===== src/rtl/modmuldiv_pkg.sv =====
package modmuldiv_pkg;
    typedef enum logic [1:0] {
        OP_DIV  = 2'b00,
        OP_MONT = 2'b01,
        OP_MUL  = 2'b10,
        OP_RSVD = 2'b11
    } opcode_t;

    typedef enum logic [1:0] {
        ST_IDLE,
        ST_RUN,
        ST_FINISH
    } state_t;
endpackage


===== src/rtl/modmuldiv_halve.sv =====
// Halves a residue modulo an odd modulus: adds M first when the value is odd.
module modmuldiv_halve #(
    parameter int N = 16
) (
    input  logic [N-1:0] val,
    input  logic [N-1:0] m,
    output logic [N-1:0] half
);
    logic [N:0] widened;

    always_comb begin
        widened = {1'b0, val} + (val[0] ? {1'b0, m} : '0);
        half    = widened[N:1];
    end
endmodule


===== src/rtl/modmuldiv_addsub.sv =====
// Modular add or subtract of two residues in [0, M); the variant is a parameter.
module modmuldiv_addsub #(
    parameter int N        = 16,
    parameter bit SUBTRACT = 1'b0
) (
    input  logic [N-1:0] a,
    input  logic [N-1:0] b,
    input  logic [N-1:0] m,
    output logic [N-1:0] y
);
    logic [N:0] raw;

    generate
        if (SUBTRACT) begin : g_sub
            always_comb begin
                raw = {1'b0, a} - {1'b0, b};
                y   = raw[N] ? (raw[N-1:0] + m) : raw[N-1:0];
            end
        end else begin : g_add
            always_comb begin
                raw = {1'b0, a} + {1'b0, b};
                y   = (raw >= {1'b0, m}) ? (raw[N-1:0] - m) : raw[N-1:0];
            end
        end
    endgenerate
endmodule


===== src/rtl/modmuldiv_unit.sv =====
module modmuldiv_unit
    import modmuldiv_pkg::*;
#(
    parameter int N = 16
) (
    input  logic         clk,
    input  logic         rst_n,
    input  logic         start,
    input  logic [1:0]   opcode,
    input  logic [N-1:0] op_x,
    input  logic [N-1:0] op_y,
    input  logic [N-1:0] modulus,
    output logic         busy,
    output logic         done,
    output logic         err,
    output logic [N-1:0] result
);
    localparam int CW = (N > 1) ? $clog2(N) : 1;

    state_t         state_q, state_d;
    opcode_t        op_q;
    logic [N-1:0]   ra, rb, ru, rv;
    logic [CW-1:0]  cnt;
    logic [N-1:0]   res_q;
    logic           err_q;

    // shared arithmetic
    logic [N-1:0]   hv_in, hv_out;
    logic [N-1:0]   sub_a, sub_b, sub_out;
    logic [N-1:0]   add0_b, add0_out, add1_out, acc_next;
    logic           a_ge_b, div_end, mul_end;

    always_comb begin
        a_ge_b = (ra >= rb);
        hv_in  = (op_q == OP_DIV && !ra[0]) ? ru : rv;
        sub_a  = a_ge_b ? ru : rv;
        sub_b  = a_ge_b ? rv : ru;
        add0_b = (op_q == OP_MONT) ? hv_out : ru;
    end

    modmuldiv_halve  #(.N(N))                  halve_i (.val(hv_in), .m(modulus), .half(hv_out));
    modmuldiv_addsub #(.N(N), .SUBTRACT(1'b1)) sub_i   (.a(sub_a), .b(sub_b), .m(modulus), .y(sub_out));
    modmuldiv_addsub #(.N(N), .SUBTRACT(1'b0)) add0_i  (.a(ru), .b(add0_b), .m(modulus), .y(add0_out));
    modmuldiv_addsub #(.N(N), .SUBTRACT(1'b0)) add1_i  (.a(add0_out), .b(rv), .m(modulus), .y(add1_out));

    always_comb begin
        if (op_q == OP_MONT) acc_next = ra[N-1] ? add0_out : ru;
        else                 acc_next = ra[N-1] ? add1_out : add0_out;
        div_end = (op_q == OP_DIV) && (ra == '0);
        mul_end = (op_q != OP_DIV) && (cnt == '0);
    end

    // next state
    always_comb begin
        state_d = state_q;
        unique case (state_q)
            ST_IDLE:   if (start) state_d = (opcode_t'(opcode) == OP_RSVD) ? ST_FINISH : ST_RUN;
            ST_RUN:    if (div_end || mul_end) state_d = ST_FINISH;
            ST_FINISH: state_d = ST_IDLE;
            default:   state_d = ST_IDLE;
        endcase
    end

    // state register
    always_ff @(posedge clk or negedge rst_n) begin
        if (!rst_n) state_q <= ST_IDLE;
        else        state_q <= state_d;
    end

    // datapath registers
    always_ff @(posedge clk or negedge rst_n) begin
        if (!rst_n) begin
            op_q  <= OP_DIV;
            ra    <= '0;
            rb    <= '0;
            ru    <= '0;
            rv    <= '0;
            cnt   <= '0;
            res_q <= '0;
            err_q <= 1'b0;
        end else begin
            unique case (state_q)
                ST_IDLE: if (start) begin
                    op_q  <= opcode_t'(opcode);
                    cnt   <= CW'(N - 1);
                    res_q <= '0;
                    err_q <= (opcode_t'(opcode) == OP_RSVD);
                    if (opcode_t'(opcode) == OP_DIV) begin
                        ra <= op_y;
                        rb <= modulus;
                        ru <= op_x;
                        rv <= '0;
                    end else begin
                        ra <= op_x;
                        rb <= '0;
                        ru <= '0;
                        rv <= op_y;
                    end
                end
                ST_RUN: begin
                    if (op_q == OP_DIV) begin
                        if (div_end) begin
                            err_q <= (rb != N'(1));
                            res_q <= (rb == N'(1)) ? rv : '0;
                        end else if (!ra[0]) begin
                            ra <= ra >> 1;
                            ru <= hv_out;
                        end else if (!rb[0]) begin
                            rb <= rb >> 1;
                            rv <= hv_out;
                        end else if (a_ge_b) begin
                            ra <= ra - rb;
                            ru <= sub_out;
                        end else begin
                            rb <= rb - ra;
                            rv <= sub_out;
                        end
                    end else begin
                        ru  <= acc_next;
                        ra  <= ra << 1;
                        cnt <= cnt - 1'b1;
                        if (op_q == OP_MONT) rv <= hv_out;
                        if (mul_end) res_q <= acc_next;
                    end
                end
                default: ;
            endcase
        end
    end

    // outputs
    always_comb begin
        busy   = (state_q == ST_RUN);
        done   = (state_q == ST_FINISH);
        err    = done && err_q;
        result = done ? res_q : '0;
    end
endmodule


===== config.mk =====
export PLATFORM = sky130hd
export DESIGN_NAME = modmuldiv_unit
export DESIGN_NICKNAME = d
export VERILOG_FILES = /design/src/rtl/modmuldiv_pkg.sv /design/src/rtl/modmuldiv_halve.sv /design/src/rtl/modmuldiv_addsub.sv /design/src/rtl/modmuldiv_unit.sv
export SDC_FILE = /design/constraint.sdc
export NUM_CORES = 1
export LEC_CHECK = 0
export BUFFER_PORTS_ARGS = -buffer_cell sky130_fd_sc_hd__buf_2
export CAP_MARGIN = 20
export CORE_UTILIZATION = 64
export CTS_BUF_LIST = sky130_fd_sc_hd__clkbuf_16
export CTS_CLUSTER_DIAMETER = 60
export CTS_CLUSTER_SIZE = 20
export DETAILED_ROUTE_END_ITERATION = 8
export PLACE_DENSITY = 0.83
export REMOVE_ABC_BUFFERS = 1
export SLEW_MARGIN = 20
export SYNTH_ARGS = -nofsm -noshare
export SYNTH_HDL_FRONTEND = slang
export SYNTH_SLANG_ARGS = --single-unit

===== constraint.sdc =====
create_clock -name clk -period 12.1 [get_ports clk]
set_input_delay 2.42 -clock clk [delete_from_list [all_inputs] [get_ports clk]]
set_output_delay 2.42 -clock clk [all_outputs]
set_load 0.02 [all_outputs]

==> out/results.ini <==
[status]
outcome=complete, no violations

[drt]
drtIter0Drc=1591
post_drt_wl_per_cell_um=23.2
routed_wl_um=53600
drc=0
ant_nets=0
viasPerCell=6.84
via_count=15800
drt_pass1_iterations=8

[setup_path]
start_kind=input pin
critical_path.most_common_cell=ha_1
r2r_start=op_q[0]
path_class=in -> reg
critPathRequiredTime_ns=12.35
cpPeakStageDelay_ns=0.44
r2r_cells=51
rrSetupSlack_ns=1.18
worstPathMaxFanout=15
r2r_end=ru[4]
arrival_ns=12.04
critPathSlowestCell=fa_2
crit_path_end_kind=register

[layout]
finalNetCount=2223
drive_above_1_share_pct=15.8
fin_util_pct=74.9
num_antenna_cells=0
area_growth_pct=14.5

[floorplanning]
die_w_um=149
io_pins=72
rows=53
start_util_pct=65.4
coreArea_um2=21000
fp.dieH_um=149
die-area_um2=22100

[worst_hold_path]
worstHoldEndpoint=res_q[11]
min_path_type=reg -> reg
min_from=res_q[11]
hold_depth=2

[logic_synthesis]
synth_ff_type=dfrtp_1
synthesis.instances=1888
synth_edf_count=0
netlist_top_cells_area=dfrtp_1 (16%), ha_1 (12%), a21oi_1 (7.0%)
synth_top_area_share_pct=16.2
ys_warn_count=0
synth_seq_area_share_pct=16.2
syn_avg_cell_area_um2=7.28
synth_seq_cells=89
synth_area_um2=13700
synthArstFlopShare_pct=100
yosysTopAreaCell=dfrtp_1
yosysUniqueCellTypes=92

[clock_tree]
h-tree-depth=3
root_buffer=clkbuf_16
cts_tree=yes
clk_path_buf_depth=2
clock_sinks=89
cts_buffers=9
clk-insertion-delay-late_ns=0.36
cts.clk_slew.worst_paths_ns=0.08

[global_route]
grt_usage_pct=48.2
grt_pass1_wl_um=81400
grt_pass1_vias=15100
antenna_found_initial=0
grt_max_degree=56
globalRouteOverflowTotal=0

[run]
max_cap_viol_count=0

[place]
place_congestion=1.04
hpwl_um=41400
portBuffers=71

[timing]
slew_headroom_pct=29.4
skew_ns=0.0113
slew_violations=0
period_needed_ns=11.79
clock.fmax_ghz=0.0848
worst_slew_pin_slew_ns=1.06
post-route-period-util_pct=97.4
hold_viol=0
setup_viol=0

cells by family (layout without fill, tap and decap cells):
kind of cell | after synthesis | count (layout) | share of synthesized area [%]
compound gates | 658 | 658 | 31.4
xor+xnor | 114 | 114 | 7.26
fa+ha+maj | 155 | 155 | 14.2
buf+inv | 211 | 360 | 5.94
flops | 89 | 89 | 16.2
mux | 63 | 63 | 4.74
simple gates | 598 | 598 | 20.2
repair_timing:
action / CTS / global route
pin swaps: 0 / 33
gates resized for setup: 4 / 39
setup buffers: 0 / 5
hold buffers: 0 / 0
gates cloned: 0 / 0
endpoints found under the setup margin: 6 / 32
synthesized netlist by cell type, drive strengths merged (38+ instances only):
cell,n
a211oi,38
a21o,57
a21oi,193
clkbuf,71
dfrtp,89
ha,130
inv,119
mux2i,46
nand2,198
nand3,45
nor2,168
nor3,43
o21ai,147
xnor2,68
xor2,46
placed cells by master, fill, tap and decap left out, types with 7 or more instances in the layout:
| master | count |
|---|---|
| dfrtp_1 | 89 |
| nor2b_1 | 30 |
| o311a_1 | 15 |
| ha_1 | 130 |
| xnor2_1 | 66 |
| o21ai_0 | 139 |
| inv_1 | 118 |
| nor3_1 | 39 |
| mux2_2 | 15 |
| a31oi_1 | 27 |
| a221oi_1 | 8 |
| a22oi_1 | 11 |
| nor4_1 | 13 |
| o21bai_1 | 19 |
| o21a_1 | 17 |
| buf_2 | 70 |
| a21oi_2 | 8 |
| o211ai_1 | 10 |
| clkbuf_16 | 9 |
| a21boi_0 | 7 |
| fa_1 | 7 |
| o22ai_1 | 10 |
| nor2_1 | 162 |
| and2_1 | 23 |
| xor2_1 | 43 |
| nand2b_1 | 26 |
| o31ai_1 | 13 |
| nand2_1 | 196 |
| mux2i_1 | 46 |
| a21oi_1 | 185 |
| maj3_1 | 17 |
| nand4_1 | 10 |
| nand3_1 | 45 |
| buf_4 | 152 |
| and3_1 | 15 |
| a211oi_1 | 37 |
| a21o_1 | 57 |
critical path, delay by kind of cell:
| family | cells | cell delay, ns |
|---|---|---|
| AOI/OAI and AO/OA | 23 | 4.36 |
| adders and majority gates | 6 | 1.86 |
| and+or+nand+nor | 10 | 1.62 |
| buffers and inverters | 8 | 0.93 |
| muxes | 2 | 0.50 |
| xor gates and xnor gates | 2 | 0.34 |
how the worst max path moves through the flow:
stage	to	from	cells after the start	slack, ns
2_1_floorplan	ru[12]	ra[0]	46	-0.48
3_3_place_gp	ru[4]	modulus[0]	48	-0.24
3_5_place_dp	res_q[4]	modulus[1]	49	-0.46
4_1_cts	ru[12]	modulus[1]	52	0.09
5_1_grt	ru[12]	modulus[1]	52	-0.15
6_report	ru[4]	modulus[1]	51	0.31
state kept, by name (all words and copies together) (netlist names):
signal,flops
rb,16
rv,16
state_q,2
res_q,16
cnt,4
ru,16
ra,16
op_q,2
err_q,1
routing by layer:
metal / up-vias / routed length, um / GRT usage (%)
li1: 7159 / - / -
met1: 7302 / 19500 / 57.4
met2: 1069 / 23500 / 75.5
met3: 292 / 5840 / 9.54
met4: 0 / 4730 / 38.9
met5: - / 0 / 0
area by class of cell:
class / instances / area, um^2
clock buffers: 9 / 225
clock inverters: 7 / 87.6
fillers: 1691 / 5280
inverters: 120 / 450
multi-input cells: 1588 / 10900
flip-flops and latches: 89 / 2230
well taps: 275 / 344
repair buffers: 224 / 1510
through the flow:
step | setup WS [ns] | instances | hold WS [ns] | setup TNS [ns] | area, um^2
2_1_floorplan | -0.480 | 1797 | 0.441 | -8.23 | 13400
3_3_place_gp | -0.239 | 2291 | 0.459 | -2.13 | 15200
3_5_place_dp | -0.465 | 2291 | 0.470 | -7.69 | 15200
4_1_cts | 0.0886 | 2307 | 0.486 | 0 | 15500
5_1_grt | -0.152 | 2312 | 0.517 | -1.54 | 15700
6_report | 0.310 | 2312 | 0.482 | 0 | 15700
Power is not shown: default switching activity piles up to over one toggle a cycle in this logic, so the estimate is an artifact.
